### config.mk
export PLATFORM = sky130hd
export DESIGN_NAME = sdram_init_top
export DESIGN_NICKNAME = d
export VERILOG_FILES = /design/src/rtl/sdram_init_pkg.sv /design/src/rtl/sdram_init_timer.sv /design/src/rtl/sdram_init_seq.sv /design/src/rtl/sdram_init_enc.sv /design/src/rtl/sdram_init_top.sv
export SDC_FILE = /design/constraint.sdc
export NUM_CORES = 1
export LEC_CHECK = 0
export CAP_MARGIN = 0
export CORE_UTILIZATION = 45
export DETAILED_ROUTE_END_ITERATION = 7
export PLACE_DENSITY_LB_ADDON = 0.3
export RECOVER_POWER = 100
export SLEW_MARGIN = 30
export SYNTH_ARGS = -nofsm -noshare
export SYNTH_HDL_FRONTEND = slang
export SYNTH_SLANG_ARGS = --single-unit
### constraint.sdc
create_clock -name clk -period 5.3 [get_ports clk]
set_clock_uncertainty 0.15 [all_clocks]
set_input_delay 1.06 -clock clk [delete_from_list [all_inputs] [get_ports clk]]
set_output_delay 1.06 -clock clk [all_outputs]
set_load 0.02 [all_outputs]
### src/rtl/sdram_init_pkg.sv
package sdram_init_pkg;

  typedef enum logic [2:0] {
    MC_SELF = 3'd0,
    MC_NOP  = 3'd1,
    MC_PRE  = 3'd2,
    MC_MRS  = 3'd3,
    MC_CBR  = 3'd6,
    MC_NORM = 3'd7
  } mode_code_e;

  typedef enum logic [3:0] {
    S_IDLE = 4'd0,
    S_STAB = 4'd1,
    S_NOP  = 4'd2,
    S_WNOP = 4'd3,
    S_PRE  = 4'd4,
    S_WRP  = 4'd5,
    S_CBR  = 4'd6,
    S_WRC  = 4'd7,
    S_MRS  = 4'd8,
    S_WMRD = 4'd9,
    S_NORM = 4'd10,
    S_DONE = 4'd11
  } step_e;

  function automatic int max2(input int a, input int b);
    return (a > b) ? a : b;
  endfunction

endpackage

### src/rtl/sdram_init_timer.sv
module sdram_init_timer #(
  parameter int TW = 16
) (
  input  logic          clk,
  input  logic          rst_n,
  input  logic          load,
  input  logic [TW-1:0] load_val,
  output logic          zero
);

  logic [TW-1:0] cnt;

  always_ff @(posedge clk or negedge rst_n) begin
    if (!rst_n) begin
      cnt <= '0;
    end else if (load) begin
      cnt <= load_val;
    end else if (cnt != '0) begin
      cnt <= cnt - TW'(1);
    end
  end

  assign zero = (cnt == '0);

  AST_TMR_REST: assert property (@(posedge clk) disable iff (!rst_n)
    (zero && !load) |=> zero);

endmodule

### src/rtl/sdram_init_seq.sv
module sdram_init_seq
  import sdram_init_pkg::*;
#(
  parameter int NROWS   = 4,
  parameter int T_STAB  = 26600,
  parameter int T_PWR   = 26600,
  parameter int T_RP    = 3,
  parameter int T_RC    = 9,
  parameter int T_MRD   = 2,
  parameter int NUM_CBR = 8
) (
  input  logic             clk,
  input  logic             rst_n,
  input  logic             start,
  input  logic [NROWS-1:0] row_pop,
  output step_e            step,
  output logic [NROWS-1:0] pop_q,
  output logic             busy,
  output logic             done,
  output logic             refresh_en
);

  localparam int TMAX = max2(max2(max2(T_STAB, T_PWR), max2(T_RP, T_RC)), T_MRD);
  localparam int TW   = $clog2(TMAX + 1);
  localparam int CW   = $clog2(NUM_CBR + 1);

  logic          t_load;
  logic [TW-1:0] t_val;
  logic          t_zero;
  logic [CW-1:0] cbr_cnt;

  sdram_init_timer #(.TW(TW)) u_timer (
    .clk      (clk),
    .rst_n    (rst_n),
    .load     (t_load),
    .load_val (t_val),
    .zero     (t_zero)
  );

  always_comb begin
    t_load = 1'b0;
    t_val  = '0;
    case (step)
      S_IDLE: if (start) begin t_load = 1'b1; t_val = TW'(T_STAB - 1); end
      S_NOP:  begin t_load = 1'b1; t_val = TW'(T_PWR - 1); end
      S_PRE:  begin t_load = 1'b1; t_val = TW'(T_RP - 1);  end
      S_CBR:  begin t_load = 1'b1; t_val = TW'(T_RC - 1);  end
      S_MRS:  begin t_load = 1'b1; t_val = TW'(T_MRD - 1); end
      default: ;
    endcase
  end

  always_ff @(posedge clk or negedge rst_n) begin
    if (!rst_n) begin
      step       <= S_IDLE;
      pop_q      <= '0;
      cbr_cnt    <= '0;
      refresh_en <= 1'b0;
    end else begin
      case (step)
        S_IDLE: if (start) begin
          step    <= S_STAB;
          pop_q   <= row_pop;
          cbr_cnt <= '0;
        end
        S_STAB: if (t_zero) step <= S_NOP;
        S_NOP:  step <= S_WNOP;
        S_WNOP: if (t_zero) step <= S_PRE;
        S_PRE:  step <= S_WRP;
        S_WRP:  if (t_zero) step <= S_CBR;
        S_CBR: begin
          step    <= S_WRC;
          cbr_cnt <= cbr_cnt + CW'(1);
        end
        S_WRC:  if (t_zero) step <= (cbr_cnt == CW'(NUM_CBR)) ? S_MRS : S_CBR;
        S_MRS:  step <= S_WMRD;
        S_WMRD: if (t_zero) step <= S_NORM;
        S_NORM: begin
          step       <= S_DONE;
          refresh_en <= 1'b1;
        end
        S_DONE: ;
        default: step <= S_IDLE;
      endcase
    end
  end

  assign busy = (step != S_IDLE) && (step != S_DONE);
  assign done = (step == S_DONE);

  AST_CBR_BOUND: assert property (@(posedge clk) disable iff (!rst_n)
    cbr_cnt <= CW'(NUM_CBR));

  AST_MASK_HELD: assert property (@(posedge clk) disable iff (!rst_n)
    (step != S_IDLE) |=> $stable(pop_q));

endmodule

### src/rtl/sdram_init_enc.sv
module sdram_init_enc
  import sdram_init_pkg::*;
#(
  parameter int NROWS   = 4,
  parameter int AW      = 13,
  parameter int BW      = 2,
  parameter int AP_BIT  = 10,
  parameter int MRS_VAL = 'h1D0,
  parameter int MRS_BA  = 0
) (
  input  step_e            step,
  input  logic [NROWS-1:0] pop_q,
  output logic [NROWS-1:0] cs_n,
  output logic             ras_n,
  output logic             cas_n,
  output logic             we_n,
  output logic [AW-1:0]    addr,
  output logic [BW-1:0]    ba,
  output mode_code_e       mode
);

  logic sel;

  always_comb begin
    mode  = MC_SELF;
    sel   = 1'b0;
    ras_n = 1'b1;
    cas_n = 1'b1;
    we_n  = 1'b1;
    addr  = '0;
    ba    = '0;
    case (step)
      S_STAB, S_NOP, S_WNOP, S_WRP, S_WRC, S_WMRD: begin
        mode = MC_NOP;
        sel  = 1'b1;
      end
      S_PRE: begin
        mode         = MC_PRE;
        sel          = 1'b1;
        ras_n        = 1'b0;
        we_n         = 1'b0;
        addr[AP_BIT] = 1'b1;
      end
      S_CBR: begin
        mode  = MC_CBR;
        sel   = 1'b1;
        ras_n = 1'b0;
        cas_n = 1'b0;
      end
      S_MRS: begin
        mode  = MC_MRS;
        sel   = 1'b1;
        ras_n = 1'b0;
        cas_n = 1'b0;
        we_n  = 1'b0;
        addr  = AW'(MRS_VAL);
        ba    = BW'(MRS_BA);
      end
      S_NORM, S_DONE: mode = MC_NORM;
      default: ;
    endcase
  end

  for (genvar g = 0; g < NROWS; g++) begin : g_row
    assign cs_n[g] = ~(sel & pop_q[g]);
  end

endmodule

### src/rtl/sdram_init_top.sv
module sdram_init_top
  import sdram_init_pkg::*;
#(
  parameter int NROWS   = 4,
  parameter int AW      = 13,
  parameter int BW      = 2,
  parameter int T_STAB  = 26600,
  parameter int T_PWR   = 26600,
  parameter int T_RP    = 3,
  parameter int T_RC    = 9,
  parameter int T_MRD   = 2,
  parameter int NUM_CBR = 8,
  parameter int AP_BIT  = 10,
  parameter int MRS_VAL = 'h1D0,
  parameter int MRS_BA  = 0
) (
  input  logic             clk,
  input  logic             rst_n,
  input  logic             start,
  input  logic [NROWS-1:0] row_pop,
  output logic [NROWS-1:0] cs_n,
  output logic             ras_n,
  output logic             cas_n,
  output logic             we_n,
  output logic [AW-1:0]    addr,
  output logic [BW-1:0]    ba,
  output logic [2:0]       mode_code,
  output logic             refresh_en,
  output logic             busy,
  output logic             done
);

  step_e            step;
  logic [NROWS-1:0] pop_q;
  mode_code_e       mode;

  sdram_init_seq #(
    .NROWS(NROWS), .T_STAB(T_STAB), .T_PWR(T_PWR), .T_RP(T_RP),
    .T_RC(T_RC), .T_MRD(T_MRD), .NUM_CBR(NUM_CBR)
  ) u_seq (
    .clk        (clk),
    .rst_n      (rst_n),
    .start      (start),
    .row_pop    (row_pop),
    .step       (step),
    .pop_q      (pop_q),
    .busy       (busy),
    .done       (done),
    .refresh_en (refresh_en)
  );

  sdram_init_enc #(
    .NROWS(NROWS), .AW(AW), .BW(BW), .AP_BIT(AP_BIT),
    .MRS_VAL(MRS_VAL), .MRS_BA(MRS_BA)
  ) u_enc (
    .step  (step),
    .pop_q (pop_q),
    .cs_n  (cs_n),
    .ras_n (ras_n),
    .cas_n (cas_n),
    .we_n  (we_n),
    .addr  (addr),
    .ba    (ba),
    .mode  (mode)
  );

  assign mode_code = mode;

  AST_CS_POPULATED: assert property (@(posedge clk) disable iff (!rst_n)
    ((~cs_n) & (~pop_q)) == '0);

  AST_BUSY_DONE_EXCL: assert property (@(posedge clk) disable iff (!rst_n)
    !(busy && done));

  AST_DONE_STICKY: assert property (@(posedge clk) disable iff (!rst_n)
    done |=> done);

  AST_DONE_AFTER_NORM: assert property (@(posedge clk) disable iff (!rst_n)
    $rose(done) |-> ($past(mode_code) == 3'd7 && refresh_en));

  AST_MRS_PATTERN: assert property (@(posedge clk) disable iff (!rst_n)
    (mode_code == 3'd3) |-> (addr == AW'(MRS_VAL) && !ras_n && !cas_n && !we_n));

endmodule

==> metrics.md, run 1 <==
| Metric | Value |
|---|---|
| Status | `finished with violations` |
| Failing checks | `max-capacitance violations, max-slew violations` |
| Die ar. | `0.004080 sq mm` |
| Clk_lat worst skew | `0.28 ns` |
| Sequential area share after synthesis | `40.67%` |
| Nets | `221` |
| Layout cells sized above 1 | `8.571%` |
| DR vias/cell | `5.275` |
| HP Class | `reg2reg` |
| Global Route Usage Sum | `18.85%` |
| Pin count of the biggest net entering global routing | `29` |
| Post-Synth Simple-Gate Area | `24.47%` |
| # fillers | `356` |
| Area growth syn-to-layout | `15.83%` |
| Setup tns final | `0 ns` |
| XOR/XNOR Fraction of Synth Area | `5.592%` |
| Longest Clk Path Bufs | `2` |
| Area share of fa/ha/maj cells after synthesis | `2.179%` |
| Design internal power | `0.0003975 W` |
| RSZ-0062 raised after global routing | `false` |
| Global route overflow | `0` |
| Post-Synthesis Cell Area | `0.001723 sq mm` |
| Setup repair bufs after CTS | `0` |
| Dpl ws | `1.105 ns` |
| Fraction of registers with async set/reset | `100.0%` |
| RD Place Congestion | `0.7930` |
| CTS hold repair buffers | `0` |
| Core footprint | `0.003661 sq mm` |
| ANT cells | `0` |
| NetSw | `0.0001944 W` |
| Top cells by area, synth | `dfrtp_1 (41%), buf_4 (5.7%), o21ai_0 (4.6%), a21oi_1 (3.8%), xnor2_1 (3.6%)` |
| Compound-Gate Fraction of Synth Area | `14.96%` |
| Worst Path Required | `4.09 ns` |
| Synth cell types | `48` |
| Final Max Slew Viols | `29` |
| DR iter-0 viols | `35` |
| Post-cts sizing count | `0` |
| Synth Register Bits | `28` |
| Slew margin rel. | `-0.8443%` |
| Vias in the first global route | `1294` |
| Final instance count without filler cells | `258` |
| Net Sw Frac | `32.84%` |
| Row count | `22` |
| CP Cell Sequence | `dlygate4sd3_1 -> or4_1 -> and3_1 -> a21oi_1 -> nor2b_1 -> dlygate4sd3_1` |
| Comb pwr share | `24.3%` |
| Die height | `63.88 um` |
| Total CTS buffers | `3` |
| Post-route antenna net violation count | `0` |
| Post-layout min period | `4.417 ns` |
| Worst Max-Slew Pin Slew | `1.513 ns` |
| Fmax | `0.2264 GHz` |
| Chip width | `63.88 um` |
| First-pass detailed-route iteration total | `4` |
| Pleak | `0.7994 nW` |
| Most frequent CP cell | `dlygate4sd3_1` |
| Crit Path Category | `in2out` |
| Placed cell count | `254` |
| CTS tree | `done` |
| Detailed Route WL | `3.391 mm` |
| Initial antenna violation count | `0` |
| Syn_area_per_cell | `8.973 sq um` |
| WL per Instance | `13.14 um` |
| Max Cap Viol | `1` |
| Synth top area share | `40.67%` |
| Hpwl dp | `2.363 mm` |
| Arrival time worst endpoint | `3.21 ns` |
| Peak VDD IR | `116.0 uV` |
| Seq pwr share | `53.2%` |
| Clock share of power | `22.5%` |
| Crit-path slowest cell | `dlygate4sd3_1` |
| DRC Markers | `0` |
| Setup crit start kind | `input port` |
| Post-synth EDFFs | `0` |
| Delay-heaviest family, CP | `buffers and inverters` |
| Initial core utilization | `47.06%` |
| Crit-path max cell delay | `0.64 ns` |
| Mux cell area share after synthesis | `3.195%` |
| Ys Warns | `0` |
| Post-synthesis instance total | `192` |
| Largest family of logic cells by synthesized area | `simple AND/OR/NAND/NOR gates` |
| Setup violators final | `0` |
| Power Density | `296.6 mW/mm^2` |
| CTS clk-pin slew, worst paths | `0.10 ns` |
| IO Count | `35` |
| Largest area contributor in the netlist | `dfrtp_1` |
| Root Driver | `clkbuf_8` |
| First-pass GRT wire length | `6.106 mm` |
| Vias post-DR | `1361` |
| Htree depth | `1` |
| Ys flop type | `dfrtp_1` |
| Total power | `0.0005919 W` |
| Final hold viol count | `0` |
| Worst Setup Slack, final | `0.8834 ns` |
| Setup crit end kind | `output port` |
| WP buf/inv | `2` |
| Port bufs | `24` |
| Clock sinks | `28` |
| Flop2flop setup slack | `2.64 ns` |
| CP max FO | `7` |
| Fin crit share | `83.33%` |
registers in the layout (all words and copies together) (netlist names):
signal,count
u_seq.cbr_cnt,4
u_seq.pop_q,4
u_seq.step,4
u_seq.refresh_en,1
u_seq.u_timer.cnt,15
layout make-up:
cell class / count / area, sq um / share of cell area [%]
tap: 48 / 60.06 / 3.009
clock buffer: 4 / 55.05 / 2.759
multi-input combinational: 146 / 905.9 / 45.39
timing repair buffer: 26 / 251.5 / 12.60
inverter: 6 / 22.52 / 1.129
sequential: 28 / 700.7 / 35.11
path summary, 6_finish.rpt:
| kind | end | start | cells past startpoint |
|---|---|---|---|
| max | mode_code[2] | start | 6 |
| min | u_seq.refresh_en | u_seq.refresh_en | 1 |
| max reg2reg | u_seq.u_timer.cnt[13] | u_seq.step[3] | 4 |
| min reg2reg | u_seq.refresh_en | u_seq.refresh_en | 1 |
| max in group asynchronous | u_seq.u_timer.cnt[1] | rst_n | 2 |
| min in group asynchronous | u_seq.u_timer.cnt[7] | rst_n | 2 |
layer usage:
layer,vias to the layer above,part of all wire (%),GRT usage [%]
li1,700,-,-
met1,635,50,26.67
met2,21,46,29.52
met3,5,2.9,2.679
met4,0,1.3,5.966
met5,-,0,0
power by group through the flow:
stage | combinational, W | sequential (W) | clock, W
after floorplan | 0.000119 | 0.000305 | 0
after global placement | 0.000144 | 0.000317 | 0
after detailed placement | 0.000144 | 0.000318 | 0
after CTS | 0.000147 | 0.000314 | 0.000135
after global routing | 0.000166 | 0.000324 | 0.000145
final | 0.000144 | 0.000315 | 0.000133
through the flow:
stage | hold WS (ns) | utilization (%) | area, sq um
2_1_floorplan | 0.3161 | - | 1757
3_3_place_gp | 0.3119 | 53.11 | 1944
3_5_place_dp | 0.3208 | 53.11 | 1944
4_1_cts | 0.3436 | 54.61 | 1999
5_1_grt | 0.3642 | 54.51 | 1996
6_report | 0.3318 | 54.51 | 1996
cell families after synthesis:
family	Yosys count
adders and majority gates	3
other	1
muxes	5
and+or+nand+nor	73
xor gates and xnor gates	11
AOI/OAI and AO/OA	44
buffers and inverters	27
DFF	28
placed cells by master (no fill, tap or decap), drive strengths merged, types with 5 or more instances in the layout:
cell type,instances
dfrtp,28
dlygate4sd3,20
o21ai,17
nand2,15
a21oi,14
nor2,13
conb,10
xnor2,7
inv,6
nand3,6
nor4,6
or4,6
nor3,5
clkbuf,5
cell usage after synthesis (3+ instances only):
cell	number
dfrtp_1	28
nor3_1	5
nor4_1	5
clkbuf_1	8
nor2b_1	4
nor2_1	13
a21oi_1	13
nand3_1	6
o21ai_0	16
inv_1	6
ha_1	3
mux2_2	4
nor3b_1	3
or4_1	4
xnor2_1	7
xor2_1	4
buf_4	13
nand2_1	15
No activity file was read; power rests on OpenSTA's default activity.
==> inputs of run 2 (changes only) <==
==> constraint.sdc (replaced) <==
create_clock -name clk -period 4.3 [get_ports clk]
set_clock_uncertainty 0.15 [all_clocks]
set_input_delay 0.86 -clock clk [delete_from_list [all_inputs] [get_ports clk]]
set_output_delay 0.86 -clock clk [all_outputs]
set_load 0.02 [all_outputs]
==> metrics.md, run 2 (synthesis results as in run 1) <==
| Metric | Value |
|---|---|
| Post-route antenna net violation count | `0` |
| Die ar. | `0.004080 sq mm` |
| Clk_lat worst skew | `0.28 ns` |
| Area growth syn-to-layout | `16.78%` |
| Seq pwr share | `50.0%` |
| Worst Max-Slew Pin Slew | `1.535 ns` |
| Total CTS buffers | `3` |
| Dpl ws | `0.4953 ns` |
| Comb pwr share | `22.8%` |
| Setup tns final | `0 ns` |
| Fin Hold WS | `0.3319 ns` |
| Initial core utilization | `47.06%` |
| DRC Markers | `0` |
| Nets | `221` |
| Htree depth | `1` |
| Root Driver | `clkbuf_8` |
| Pleak | `0.8028 nW` |
| CTS clk-pin slew, worst paths | `0.10 ns` |
| Flop2flop setup slack | `1.65 ns` |
| Fin crit share | `91.02%` |
| Detailed Route WL | `3.480 mm` |
| Core footprint | `0.003661 sq mm` |
| Design Area, Final | `0.002012 sq mm` |
| Clock share of power | `27.2%` |
| Pin count of the biggest net entering global routing | `29` |
| Worst Setup Slack, final | `0.3863 ns` |
| Slew margin rel. | `-2.349%` |
| Initial antenna violation count | `0` |
| Setup violators final | `0` |
| Vias post-DR | `1419` |
| Crit Path Category | `in2out` |
| Cell Area, Placed | `0.001944 sq mm` |
| Net Sw Frac | `31.25%` |
| Failing checks | `max-capacitance violations, max-slew violations` |
| ANT cells | `0` |
| CTS tree | `done` |
| Global Route Usage Sum | `18.73%` |
| Fmax | `0.2555 GHz` |
| Layout cells sized above 1 | `8.571%` |
| First-pass detailed-route iteration total | `4` |
| Final hold viol count | `0` |
| Commonest non-fill, non-tap cell in the layout | `dfrtp_1` |
| Peak VDD IR | `265.1 uV` |
| DR vias/cell | `5.500` |
| Final core utilization | `54.96%` |
| Max Cap Viol | `1` |
| Row count | `22` |
| Chip width | `63.88 um` |
| Setup repair bufs after CTS | `0` |
| Die height | `63.88 um` |
| Hpwl dp | `2.412 mm` |
| Power Density | `385.0 mW/mm^2` |
| RD Place Congestion | `0.7934` |
| Port bufs | `24` |
| Commonest cells after routing, fill and taps aside | `dfrtp_1 (28), dlygate4sd3_1 (19), o21ai_0 (17), nand2_1 (15)` |
| DR iter-0 viols | `83` |
| Global route overflow | `0` |
| Vias in the first global route | `1345` |
| Arrival time worst endpoint | `2.90 ns` |
| IO Count | `35` |
| Setup crit start kind | `input port` |
| Largest register FFs | `15` |
| WL per Instance | `13.49 um` |
| Post-cts sizing count | `0` |
| Longest Clk Path Bufs | `2` |
| Design internal power | `0.0005325 W` |
| Top reg by flops | `u_seq.u_timer.cnt` |
| Status | `finished with violations` |
| Final Max Slew Viols | `29` |
| Post-layout min period | `3.914 ns` |
| # fillers | `339` |
| HP Class | `reg2reg` |
| RSZ-0062 raised after global routing | `false` |
| NetSw | `0.0002421 W` |
| CP max FO | `7` |
| Setup crit end kind | `output port` |
| Worst Path Required | `3.29 ns` |
| CTS hold repair buffers | `0` |
| Clock sinks | `28` |
| First-pass GRT wire length | `6.085 mm` |
-- run 2: cell count changes in the layout (fill, tap and decap cells not counted) --
cell	delta
clkdlybuf4s50_1	+1
clkbuf_8	-1
bufinv_16	+1
dlygate4sd3_1	-1
-- run 2: layout make-up --
cell class | count | area [sq um] | share of cell area, %
clock buffers | 3 | 41.29 | 2.052
clock inverters | 1 | 30.03 | 1.493
inverters | 6 | 22.52 | 1.119
multi-input cells | 146 | 905.9 | 45.02
flip-flops and latches | 28 | 700.7 | 34.83
well taps | 48 | 60.06 | 2.985
repair buffers | 26 | 251.5 | 12.50
-- run 2: layer usage --
metal	GRT usage, %	routed length [um]	vias to the layer above
met5	0	0	-
met4	3.409	19	0
met3	3.750	115	2
met2	32.58	1687	28
met1	24.07	1657	686
li1	-	-	703
-- run 2: critical path: stages --
cell             delay, ns
dlygate4sd3_1         0.59
or4_1                 0.43
and3_1                0.28
a21oi_1               0.15
nor2b_1               0.06
clkdlybuf4s50_1       0.53
-- run 2: per-stage QoR --
stage / total power (W) / cells
2_1_floorplan: 0.0005232 / 201
3_3_place_gp: 0.0005666 / 254
3_5_place_dp: 0.0005693 / 254
4_1_cts: 0.0007817 / 258
5_1_grt: 0.0008198 / 258
6_report: 0.0007745 / 258
-- run 2: final timing paths --
path                                   from              endpoint  cells past startpoint
min in group asynchronous             rst_n  u_seq.u_timer.cnt[5]                      2
hold / removal             u_seq.refresh_en      u_seq.refresh_en                      1
max in group asynchronous             rst_n      u_seq.cbr_cnt[3]                      2
hold reg to reg            u_seq.refresh_en      u_seq.refresh_en                      1
setup reg to reg              u_seq.step[3]  u_seq.u_timer.cnt[6]                      4
setup / recovery                      start          mode_code[2]                      6
-- run 2: power groups by stage --
stage	Sequential (W)	Clock, W	Combinational [W]
after floorplan	0.000376	0	0.000147
after global placement	0.000391	0	0.000176
after detailed placement	0.000391	0	0.000178
after CTS	0.000386	0.000215	0.000181
after global routing	0.000397	0.000222	0.000200
final	0.000387	0.000211	0.000176
==> inputs of run 3 (changes only) <==
--- a/config.mk
+++ b/config.mk
@@ -6,8 +6,10 @@
 export NUM_CORES = 1
 export LEC_CHECK = 0
 export CAP_MARGIN = 0
+export CORE_MARGIN = 4
 export CORE_UTILIZATION = 45
 export DETAILED_ROUTE_END_ITERATION = 7
+export MAX_ROUTING_LAYER = met4
 export PLACE_DENSITY_LB_ADDON = 0.3
 export RECOVER_POWER = 100
 export SLEW_MARGIN = 30
==> metrics.md, run 3 (synthesis results as in run 1) <==
| Metric | Value |
|---|---|
| Crit-path slowest cell | `dlygate4sd3_1` |
| Chip width | `69.88 um` |
| Root Driver | `clkbuf_8` |
| Total CTS buffers | `3` |
| Final hold viol count | `0` |
| Placed cell count | `254` |
| ANT cells | `0` |
| Arrival time worst endpoint | `2.89 ns` |
| Max Cap Viol | `1` |
| R2r startpoint | `u_seq.step[3]` |
| DRC Markers | `0` |
| Nets | `221` |
| Setup tns final | `0 ns` |
| WL per Instance | `13.51 um` |
| Layout cells sized above 1 | `8.134%` |
| CTS hold repair buffers | `0` |
| Die height | `69.88 um` |
| Initial core utilization | `46.71%` |
| Area growth syn-to-layout | `15.03%` |
| Fin crit share | `90.80%` |
| Crit path launch | `start` |
| Largest register FFs | `15` |
| CP max FO | `7` |
| Detailed Route WL | `3.473 mm` |
| WP buf/inv | `2` |
| RSZ-0062 raised after global routing | `false` |
| Global Route Usage Sum | `15.38%` |
| Comb pwr share | `25.4%` |
| CP Cell Sequence | `dlygate4sd3_1 -> or4_1 -> and3_1 -> a21oi_1 -> nor2b_1 -> clkdlybuf4s50_1` |
| Worst Setup Slack, final | `0.3958 ns` |
| Worst min-delay path startpoint | `u_seq.refresh_en` |
| Setup crit start kind | `input port` |
| Pleak | `0.7886 nW` |
| Final core utilization | `53.73%` |
| CTS clk-pin slew, worst paths | `0.09 ns` |
| Crit Path Category | `in2out` |
| IO Count | `35` |
| Worst Path Required | `3.29 ns` |
| Crit-path max cell delay | `0.59 ns` |
| Die ar. | `0.004883 sq mm` |
| Longest Clk Path Bufs | `2` |
| Htree depth | `1` |
| CTS tree | `done` |
| Clk_lat worst skew | `0.27 ns` |
| Clock sinks | `28` |
| DR vias/cell | `5.541` |
| Core footprint | `0.003689 sq mm` |
| Peak VDD IR | `185.2 uV` |
| Flop2flop setup slack | `1.66 ns` |
| Status | `finished with violations` |
| Power Density | `354.3 mW/mm^2` |
| Pin count of the biggest net entering global routing | `29` |
| Dpl ws | `0.5014 ns` |
| Design internal power | `0.0004714 W` |
| Row count | `22` |
| Final instance count without filler cells | `257` |
| Fmax | `0.2561 GHz` |
| Commonest cells after routing, fill and taps aside | `dfrtp_1 (28), dlygate4sd3_1 (19), o21ai_0 (17), nand2_1 (15)` |
| Failing checks | `max-capacitance violations, max-slew violations` |
| Global route overflow | `0` |
| Top reg by flops | `u_seq.u_timer.cnt` |
| Initial antenna violation count | `0` |
| First-pass GRT wire length | `6.092 mm` |
| DR iter-0 viols | `95` |
| Post-layout min period | `3.904 ns` |
| Commonest non-fill, non-tap cell in the layout | `dfrtp_1` |
| Final Max Slew Viols | `29` |
| Net Sw Frac | `32.86%` |
| Port bufs | `24` |
| Clock share of power | `19.7%` |
| Setup repair bufs after CTS | `0` |
| Setup crit end kind | `output port` |
| Worst Max-Slew Pin Slew | `1.550 ns` |
| Slew margin rel. | `-3.345%` |
| Delay-heaviest family, CP | `buffers and inverters` |
| Post-cts sizing count | `0` |
| Seq pwr share | `54.8%` |
| Vias post-DR | `1424` |
| Hpwl dp | `2.497 mm` |
| Cell Area, Placed | `0.001944 sq mm` |
| Design Area, Final | `0.001982 sq mm` |
| Post-route antenna net violation count | `0` |
| First-pass detailed-route iteration total | `4` |
| Vias in the first global route | `1326` |
| RD Place Congestion | `0.7717` |
| HP Class | `reg2reg` |
| Setup violators final | `0` |
| NetSw | `0.0002308 W` |
==> run 3: cell types whose count changed in the layout (fill, tap and decap cells not counted) <==
cell	change
bufinv_16	-1
==> run 3: area by class of cell <==
cell class	instances	area (sq um)
Clock buffer	3	41.29
Fill cell	357	1707
Inverter	6	22.52
Multi-Input combinational cell	146	905.9
Sequential cell	28	700.7
Tap cell	48	60.06
Timing Repair Buffer	26	251.5
==> run 3: power by group through the flow <==
stage                     logic [W]  clock network (W)  registers [W]
after floorplan            0.000147                  0       0.000376
after global placement     0.000175                  0       0.000391
after detailed placement   0.000178                  0       0.000391
after CTS                  0.000184           0.000145       0.000386
after global routing       0.000202           0.000159       0.000398
final                      0.000178           0.000139       0.000385
==> run 3: per-stage QoR <==
stage	power, W	hold slack [ns]
floorplan	0.0005232	0.3161
global placement	0.0005663	0.3125
detailed placement	0.0005691	0.3137
CTS	0.0007146	0.3360
global route	0.0007579	0.3739
finish	0.0007022	0.3277
==> run 3: metal layers <==
layer | routed length (um) | GRT usage, % | vias up
met4 | 20 | 3.830 | 0
li1 | - | - | 704
met1 | 1653 | 20.43 | 687
met2 | 1688 | 24.76 | 31
met3 | 111 | 2.302 | 2
met5 | 0 | - | -
==> run 3: path summary, 6_finish.rpt <==
path / end / cells after the start
max: mode_code[2] / 6
min: u_seq.refresh_en / 1
max reg2reg: u_seq.u_timer.cnt[6] / 4
min reg2reg: u_seq.refresh_en / 1
max in group asynchronous: u_seq.cbr_cnt[3] / 2
min in group asynchronous: u_seq.u_timer.cnt[10] / 2
